## config.mk

```make
export PLATFORM = sky130hd
export DESIGN_NAME = gpio_grp_bank
export DESIGN_NICKNAME = d
export VERILOG_FILES = /design/src/rtl/gpio_grp_pkg.sv /design/src/rtl/gpio_sync2.sv /design/src/rtl/gpio_pin_cell.sv /design/src/rtl/gpio_grp_bank.sv
export SDC_FILE = /design/constraint.sdc
export NUM_CORES = 1
export LEC_CHECK = 0
export ABC_CLOCK_PERIOD_IN_PS = 4050
export BUFFER_PORTS_ARGS = -buffer_cell sky130_fd_sc_hd__clkbuf_2
export CAP_MARGIN = 5
export CORE_MARGIN = 4
export CORE_UTILIZATION = 55
export CTS_CLUSTER_SIZE = 20
export DETAILED_ROUTE_END_ITERATION = 7
export PLACE_DENSITY_LB_ADDON = 0.1
export SKIP_CTS_REPAIR_TIMING = 1
export SYNTH_ARGS = -nofsm -noshare
export SYNTH_HDL_FRONTEND = slang
export SYNTH_SLANG_ARGS = --single-unit
export TNS_END_PERCENT = 10
```

## constraint.sdc

```tcl
create_clock -name clk -period 4.05 [get_ports clk]
set_input_delay 0.405 -clock clk [delete_from_list [all_inputs] [get_ports clk]]
set_output_delay 0.405 -clock clk [all_outputs]
set_load 0.02 [all_outputs]
```

## src/rtl/gpio_grp_pkg.sv

```systemverilog
package gpio_grp_pkg;
  localparam int NPIN      = 16;
  localparam int NGRP      = 4;
  localparam int MAX_GSIZE = 6;
  localparam int MW        = 4;

  localparam logic [MW-1:0] MD_IN    = 4'h0;
  localparam logic [MW-1:0] MD_RXALT = 4'h2;
  localparam logic [MW-1:0] MD_OUT   = 4'h8;
  localparam logic [MW-1:0] MD_FNA   = 4'h9;
  localparam logic [MW-1:0] MD_FNB   = 4'hA;

  // first pin number of a group; index NGRP gives one past the last pin
  function automatic int grp_base(input int g);
    case (g)
      0:       return 0;
      1:       return 2;
      2:       return 6;
      3:       return 10;
      default: return NPIN;
    endcase
  endfunction

  function automatic int grp_of(input int p);
    int g;
    g = 0;
    for (int k = 1; k < NGRP; k++)
      if (p >= grp_base(k)) g = k;
    return g;
  endfunction

  function automatic int slot_of(input int p);
    return p - grp_base(grp_of(p));
  endfunction

  function automatic logic mode_legal(input int p, input logic [MW-1:0] c);
    case (c)
      MD_IN, MD_OUT: return 1'b1;
      MD_RXALT:      return (p == 4) || (p == 5);
      MD_FNA:        return p < 4;
      MD_FNB:        return p < 2;
      default:       return 1'b0;
    endcase
  endfunction
endpackage

```

## src/rtl/gpio_sync2.sv

```systemverilog
module gpio_sync2 #(
  parameter int W = 16
) (
  input  logic         clk,
  input  logic         rst_n,
  input  logic [W-1:0] d,
  output logic [W-1:0] q
);
  logic [W-1:0] stage1_q;
  logic [W-1:0] stage2_q;

  always_ff @(posedge clk or negedge rst_n) begin
    if (!rst_n) begin
      stage1_q <= '0;
      stage2_q <= '0;
    end else begin
      stage1_q <= d;
      stage2_q <= stage1_q;
    end
  end

  assign q = stage2_q;
endmodule

```

## src/rtl/gpio_pin_cell.sv

```systemverilog
module gpio_pin_cell
  import gpio_grp_pkg::*;
#(
  parameter int PIN = 0
) (
  input  logic          clk,
  input  logic          rst_n,
  input  logic          cfg_we,
  input  logic [MW-1:0] cfg_code,
  input  logic          dat_we,
  input  logic          dat_bit,
  input  logic          pin_sync,
  input  logic          fn_a,
  input  logic          fn_b,
  output logic [MW-1:0] mode_q,
  output logic          pad_out,
  output logic          pad_oe,
  output logic          rx_alt,
  output logic          rd_bit,
  output logic          rej
);
  logic code_ok;
  logic data_q;

  assign code_ok = mode_legal(PIN, cfg_code);
  assign rej     = cfg_we && !code_ok;

  always_ff @(posedge clk or negedge rst_n) begin
    if (!rst_n) begin
      mode_q <= MD_IN;
      data_q <= 1'b0;
    end else begin
      if (cfg_we && code_ok) mode_q <= cfg_code;
      if (dat_we)            data_q <= dat_bit;
    end
  end

  always_comb begin
    pad_out = 1'b0;
    pad_oe  = 1'b0;
    case (mode_q)
      MD_OUT: begin pad_out = data_q; pad_oe = 1'b1; end
      MD_FNA: begin pad_out = fn_a;   pad_oe = 1'b1; end
      MD_FNB: begin pad_out = fn_b;   pad_oe = 1'b1; end
      default: ;
    endcase
  end

  assign rx_alt = (mode_q == MD_RXALT) && pin_sync;
  assign rd_bit = pad_oe ? pad_out : pin_sync;


  illegal_keep_chk: assert property (@(posedge clk) disable iff (!rst_n)
    rej |=> $stable(mode_q));


  mode_legal_chk: assert property (@(posedge clk) disable iff (!rst_n)
    mode_legal(PIN, mode_q));


  legal_take_chk: assert property (@(posedge clk) disable iff (!rst_n)
    (cfg_we && !rej) |=> (mode_q == $past(cfg_code)));
endmodule

```

## src/rtl/gpio_grp_bank.sv

```systemverilog
module gpio_grp_bank
  import gpio_grp_pkg::*;
#(
  parameter int AW = 4,
  parameter int DW = 32
) (
  input  logic            clk,
  input  logic            rst_n,
  input  logic            bus_we,
  input  logic [AW-1:0]   bus_addr,
  input  logic [DW-1:0]   bus_wdata,
  output logic [DW-1:0]   bus_rdata,
  input  logic [NPIN-1:0] pin_in,
  output logic [NPIN-1:0] pin_out,
  output logic [NPIN-1:0] pin_oe,
  input  logic [NPIN-1:0] fn_a_in,
  input  logic [NPIN-1:0] fn_b_in,
  output logic [NPIN-1:0] alt_rx_out
);
  localparam int          USED_W    = MW * MAX_GSIZE;
  localparam logic [AW-1:0] STAT_ADDR = AW'(2 * NGRP);

  logic [NGRP-1:0]         dat_hit, cfg_hit;
  logic [NPIN-1:0]         pin_sync, rd_bits, rej_vec;
  logic [NPIN-1:0][MW-1:0] modes;
  logic [DW-1:0]           dat_part [NPIN];
  logic [DW-1:0]           cfg_part [NPIN];
  logic                    stat_hit, err_clr, err_q;
  logic                    unused_wdata;

  assign unused_wdata = ^bus_wdata[DW-1:USED_W];

  for (genvar g = 0; g < NGRP; g++) begin : g_dec
    assign dat_hit[g] = (bus_addr == AW'(g));
    assign cfg_hit[g] = (bus_addr == AW'(NGRP + g));
  end
  assign stat_hit = (bus_addr == STAT_ADDR);
  assign err_clr  = bus_we && stat_hit && bus_wdata[0];

  gpio_sync2 #(.W(NPIN)) u_sync (
    .clk   (clk),
    .rst_n (rst_n),
    .d     (pin_in),
    .q     (pin_sync)
  );

  for (genvar i = 0; i < NPIN; i++) begin : g_pin
    localparam int G   = grp_of(i);
    localparam int REL = slot_of(i);

    gpio_pin_cell #(.PIN(i)) u_cell (
      .clk      (clk),
      .rst_n    (rst_n),
      .cfg_we   (bus_we && cfg_hit[G]),
      .cfg_code (bus_wdata[MW*REL +: MW]),
      .dat_we   (bus_we && dat_hit[G]),
      .dat_bit  (bus_wdata[REL]),
      .pin_sync (pin_sync[i]),
      .fn_a     (fn_a_in[i]),
      .fn_b     (fn_b_in[i]),
      .mode_q   (modes[i]),
      .pad_out  (pin_out[i]),
      .pad_oe   (pin_oe[i]),
      .rx_alt   (alt_rx_out[i]),
      .rd_bit   (rd_bits[i]),
      .rej      (rej_vec[i])
    );

    assign dat_part[i] = dat_hit[G] ? ({{(DW-1){1'b0}}, rd_bits[i]} << REL) : '0;
    assign cfg_part[i] = cfg_hit[G] ? ({{(DW-MW){1'b0}}, modes[i]} << (MW*REL)) : '0;
  end

  always_ff @(posedge clk or negedge rst_n) begin
    if (!rst_n) err_q <= 1'b0;
    else        err_q <= (err_q && !err_clr) || (|rej_vec);
  end

  always_comb begin
    bus_rdata = '0;
    for (int i = 0; i < NPIN; i++)
      bus_rdata = bus_rdata | dat_part[i] | cfg_part[i];
    if (stat_hit) bus_rdata[0] = err_q;
  end


  err_set_chk: assert property (@(posedge clk) disable iff (!rst_n)
    (|rej_vec) |=> err_q);


  err_fall_chk: assert property (@(posedge clk) disable iff (!rst_n)
    $fell(err_q) |-> $past(err_clr));


  oe_drive_chk: assert property (@(posedge clk) disable iff (!rst_n)
    $countones(pin_out & ~pin_oe) == 0);
endmodule

```

==> results of run 1 <==
-- critical path: stages --
cell and delay, ps:
sky130_fd_sc_hd__clkbuf_2 510, sky130_fd_sc_hd__nand2_1 320, sky130_fd_sc_hd__nor3_1 730, sky130_fd_sc_hd__o211ai_1 190, sky130_fd_sc_hd__a31oi_1 240, sky130_fd_sc_hd__clkbuf_2 210
-- flip-flops by register name, summed over array words and instances, names as in the netlist --
signal,count
err_q,1
g_pin.u_cell.data_q,16
g_pin.u_cell.mode_q,64
u_sync.q,16
u_sync.stage1_q,16
-- worst paths after layout --
path                                               to  slack (ps)  cells after the start
max                                      bus_rdata[0]        1020                      6
min                        g_pin[14].u_cell.mode_q[3]         110                      3
max reg2reg                 g_pin[0].u_cell.mode_q[1]        3210                      1
min reg2reg                               u_sync.q[2]         350                      0
max in group asynchronous   g_pin[1].u_cell.mode_q[1]        2660                      3
min in group asynchronous                 u_sync.q[1]         410                      2
-- Yosys cell counts, drive strengths merged (14+ instances only) --
cell,count
dfrtp,113
and2,34
inv,22
mux2,29
nand3b,14
nor2,37
nor3,16
o21ai,41
mux2i,20
nor2b,33
buf,64
nand2,36
-- layout make-up --
cell class	instances	area [um2]
repair buffers	172	961
clock buffers	22	463
flip-flops and latches	113	2830
well taps	140	175
clock inverters	10	133
multi-input cells	380	2670
inverters	22	82.6
fillers	866	3480
-- routing by layer --
layer / track usage [%] / wire [um]
met5: 0 / 0
met4: 6.97 / 261
met3: 6.47 / 1200
met2: 40.4 / 7440
met1: 32.7 / 6570
-- kinds of logic (layout without fill, tap and decap cells) --
logic type / Yosys count / in the layout / share of synthesized area [%]
AOI/OAI and AO/OA: 95 / 95 / 9.83
muxes: 56 / 56 / 11.3
DFF: 113 / 113 / 46.8
and+or+nand+nor: 219 / 219 / 22.2
buffers and inverters: 93 / 226 / 9.50
adders and majority gates: 2 / 2 / 0.331
other: 1 / 8 / 0.0620
-- where the power goes --
part	switching, mW	internal [mW]
Sequential	0.0700	1.22
Clock	0.511	0.981
Combinational	0.306	0.220
==> reports/results.ini, run 1 <==
[floorplanning]
chipWidth_um = 113
num_rows = 38
io_pins = 167
design.die.area_um2 = 12700
placeableCoreArea_um2 = 10800
initial_core_util_pct = 56.0
floorplan.die.height_um = 113

[finish]
postLayoutCellArea_um2 = 7310
num-nets-final = 793
mostFrequentLayoutCell = sky130_fd_sc_hd__clkbuf_2
area_growth_pct = 20.9
drive_gt1_share_pct = 32.0
final_core_utilization_pct = 67.8
antennaDiodeCount = 0
most-common-layout-cells = sky130_fd_sc_hd__clkbuf_2, sky130_fd_sc_hd__dfrtp_1, sky130_fd_sc_hd__o21ai_0
fin_cells = 859

[sta]
worst_slew_pin_slew_ps = 857
post_route_clock_period_utilization_pct = 74.7
maxSlewViolCount = 0
minimum_clock_period_after_layout_ps = 3030
worst_clock_skew_ps = 3.48
worst_slack_ps = 1020
setup_repair_after_global_routing_missed_its_margin = false
max_slew_margin_pct = 42.8
timing.final.setup_violations = 0
timing.setup.tns_ps = 0
achievable-frequency_ghz = 0.330
hold-worst-slack_ps = 111
finalHoldViolCount = 0

[clock_network]
numCtsBuffers = 17
cts_sinks = 113
cts-root-buf = sky130_fd_sc_hd__clkbuf_8
htreeDepth = 4
path_clk_slew_ps = 60
clkLatencyLatePin_ps = 510
ctsLongestPathBuffers = 2
cts_tree = yes

[worst_setup_path]
crit_path_start_kind = primary input
endpoint_kind = primary output
req_time_crit_path_ps = 3640
setup.worst_path.start = bus_addr[1]
cp.arrival_ps = 2620
crit_path_max_fanout = 26
worstReg2RegStart = g_pin[0].u_cell.mode_q[1]
worst_path_class_setup = in2out

[pwr]
max-vdd-ir-drop_mv = 0.272
power.density_cell_area_nw_per_um2 = 452
leakagePower_nw = 3.52
power_mw = 3.31

[grt]
grt_start_max_net_pins = 45
grtUsageTotal_pct = 24.7
grt_pass1_wl_um = 24600
grt.overflow.total = 0
number_of_global_route_vias_before_repair = 4802
antenna_found_initial = 0

[placed_design]
place_inst = 810
io_buf_count = 150
gpl.final_weighted_congestion = 0.881
placement.setup.worst_slack_ps = 1150
post_dp_area_um2 = 6550
hpwl_um = 11300

[drt]
post-route-drc-count = 0
detail_route.vias_per_cell = 5.65
drt_first_iter_violations = 320
final_antenna_net_count = 0
detail_route.first_pass.iterations = 5
wirelength_routed_um = 15500
post_drt_wl_per_cell_um = 18.0
number_of_vias_after_detailed_routing = 4852

[yosys]
number_of_enable_type_register_cells_in_the_synthesized_netlist = 0
netlist-cell-type-count = 51
netlist.top_cell.by_area = sky130_fd_sc_hd__dfrtp_1
post_synth_inst_count = 579
synth_seq_area_share_pct = 46.8
synth.yosys.warnings = 0
synth_ff_type = sky130_fd_sc_hd__dfrtp_1
synth-seq-cells = 113
largest_cells_by_area_after_synthesis = sky130_fd_sc_hd__dfrtp_1, sky130_fd_sc_hd__buf_4, sky130_fd_sc_hd__mux2_2, sky130_fd_sc_hd__and2_1, sky130_fd_sc_hd__nor2b_1
syn_area_um2 = 6050
ys_async_sr_fraction_pct = 100
synthesis.area_per_instance_um2 = 10.4
synth.top_cell.area_share_pct = 46.8

[min_path]
hp-start = bus_wdata[19]
hold_path.class = in2reg

[outcome]
outcome = finished, final reports clean

[run]
max_cap_viol_count = 0

No activity file was read; power rests on OpenSTA's default activity.
==> run 2, diff against run 1 <==
ABC_CLOCK_PERIOD_IN_PS = 2600   (was 4050)
CORE_UTILIZATION = 48   (was 55)
clock period = 2.6 ns   (was 4.05 ns; I/O delays follow)
==> reports/results.ini, run 2 (synthesis results as in run 1) <==
[finish]
final.fill_count = 1070  ; +24%
regMostFlops = g_pin.u_cell.mode_q
largest_register_ffs = 64  ; unchanged
postLayoutCellArea_um2 = 7340  ; +0.43%
seqCellArea_um2 = 2830  ; unchanged
antennaDiodeCount = 0  ; unchanged
mostFrequentLayoutCell = sky130_fd_sc_hd__clkbuf_2
num-nets-final = 799  ; +0.76%
drive_gt1_share_pct = 32.3  ; +0.29 points
area_growth_pct = 21.5
most-common-layout-cells = sky130_fd_sc_hd__clkbuf_2, sky130_fd_sc_hd__dfrtp_1, sky130_fd_sc_hd__o21ai_0
final_core_utilization_pct = 60.4  ; -7.4 points
fin_cells = 893  ; +4.0%
total_area_of_multi_input_combinational_cells_um2 = 2680  ; +0.19%

[drt]
detail_route.vias_per_cell = 5.29  ; -6.3%
post-route-drc-count = 0  ; unchanged
wirelength_routed_um = 15700  ; +1.4%
drt_first_iter_violations = 218  ; -32%
final_antenna_net_count = 0  ; unchanged
detail_route.first_pass.iterations = 4  ; -1
number_of_vias_after_detailed_routing = 4725  ; -2.6%
post_drt_wl_per_cell_um = 17.6  ; -2.4%

[sta]
worst_slack_ps = 160  ; -863 ps
worst_clock_skew_ps = 4.14  ; +0.656 ps
timing.final.setup_violations = 0  ; unchanged
timing.setup.tns_ps = 0  ; unchanged
max_slew_margin_pct = 54.7  ; +12 points
worst_slew_pin_slew_ps = 679  ; -178 ps
hold-worst-slack_ps = 66.3  ; -44.3 ps
post_route_clock_period_utilization_pct = 93.9
minimum_clock_period_after_layout_ps = 2440
setup_repair_after_global_routing_missed_its_margin = false
achievable-frequency_ghz = 0.410
maxSlewViolCount = 0  ; unchanged
finalHoldViolCount = 0  ; unchanged

[clock_network]
cts-root-buf = sky130_fd_sc_hd__clkbuf_16
clkLatencyLatePin_ps = 410  ; -100 ps
cts_sinks = 113  ; unchanged
cts_tree = yes
numCtsBuffers = 17  ; unchanged
path_clk_slew_ps = 50  ; about the same
htreeDepth = 4  ; unchanged
ctsLongestPathBuffers = 2  ; unchanged

[floorplanning]
num_rows = 40  ; +5.3%
chipWidth_um = 120  ; +6.5%
placeableCoreArea_um2 = 12200  ; +13%
design.die.area_um2 = 14500  ; +14%
initial_core_util_pct = 49.7  ; -6.3 points
io_pins = 167  ; unchanged
floorplan.die.height_um = 120  ; +6.5%

[grt]
grt.overflow.total = 0  ; unchanged
grt_start_max_net_pins = 53  ; +18%
number_of_global_route_vias_before_repair = 4695  ; -2.2%
antenna_found_initial = 0  ; unchanged
grtUsageTotal_pct = 22.0  ; -2.7 points
grt_pass1_wl_um = 24600  ; +0.25%

[placed_design]
hpwl_um = 11800  ; +4.4%
gpl.final_weighted_congestion = 0.876  ; -0.48%
post_dp_area_um2 = 6640  ; +1.4%
place_inst = 844  ; +4.2%
io_buf_count = 150  ; unchanged
placement.setup.worst_slack_ps = 476  ; -671 ps

[worst_setup_path]
crit_buf_inv = 1  ; -1
timing.critical_path.max_delay_family = compound AO/OA/AOI/OAI gates
crit_path_start_kind = flip-flop
setup.reg_to_reg.worst_slack_ps = 1750  ; -1460 ps
crit_path_max_fanout = 6  ; -77%
cp.arrival_ps = 2180  ; -440 ps
critPathSlowestCell = sky130_fd_sc_hd__dfrtp_1
req_time_crit_path_ps = 2340  ; -1300 ps
worst_path_largest_cell_delay_ps = 450  ; -280 ps
worst_path_class_setup = reg2out
endpoint_kind = primary output
crit_path_cell_trace = a211oi_2 -> mux2_2 -> a221oi_1 -> o211ai_1 -> clkbuf_2

[outcome]
outcome = finished, final reports clean

[pwr]
leakagePower_nw = 3.54  ; +0.48%
power_mw = 4.88  ; +48%
max-vdd-ir-drop_mv = 0.420  ; +54%
power.density_cell_area_nw_per_um2 = 665  ; +47%

[run]
max_cap_viol_count = 0  ; unchanged

[min_path]
hold_path.class = in2reg

-- run 2: layout make-up --
| class | instances | area share, % |
|---|---|---|
| tap | 168 | 2.86 |
| clock inverter | 6 | 0.409 |
| clock buffer | 26 | 6.80 |
| inverter | 22 | 1.12 |
| sequential | 113 | 38.5 |
| multi-input combinational | 380 | 36.4 |
| timing repair buffer | 178 | 13.9 |
-- run 2: path summary, 6_finish.rpt --
path | start | end | cells after the start
max | g_pin[1].u_cell.mode_q[1] | bus_rdata[1] | 5
min | bus_wdata[19] | g_pin[14].u_cell.mode_q[3] | 3
max reg2reg | g_pin[1].u_cell.mode_q[1] | g_pin[1].u_cell.mode_q[1] | 1
min reg2reg | u_sync.stage1_q[10] | u_sync.q[10] | 0
max in group asynchronous | rst_n | g_pin[5].u_cell.mode_q[1] | 3
min in group asynchronous | rst_n | u_sync.q[12] | 2
-- run 2: tightest hold or removal path, delay by kind of cell --
kind / cells / cell delay [ps]
buf+inv: 1 / 80
simple gates: 1 / 40
compound gates: 1 / 60
-- run 2: power by group --
group	total, mW	leakage [nW]	switching, mW	internal, mW
sequential	2.01	1.41	0.112	1.90
clock	2.05	0.268	0.744	1.30
combinational	0.826	1.86	0.475	0.351
total	4.88	3.54	1.33	3.55
-- run 2: metal layers --
layer | track usage, % | routed length, um
met1 | 28.8 | 6820
met2 | 36.5 | 7750
met3 | 4.40 | 831
met4 | 7.86 | 292
met5 | 0 | 0
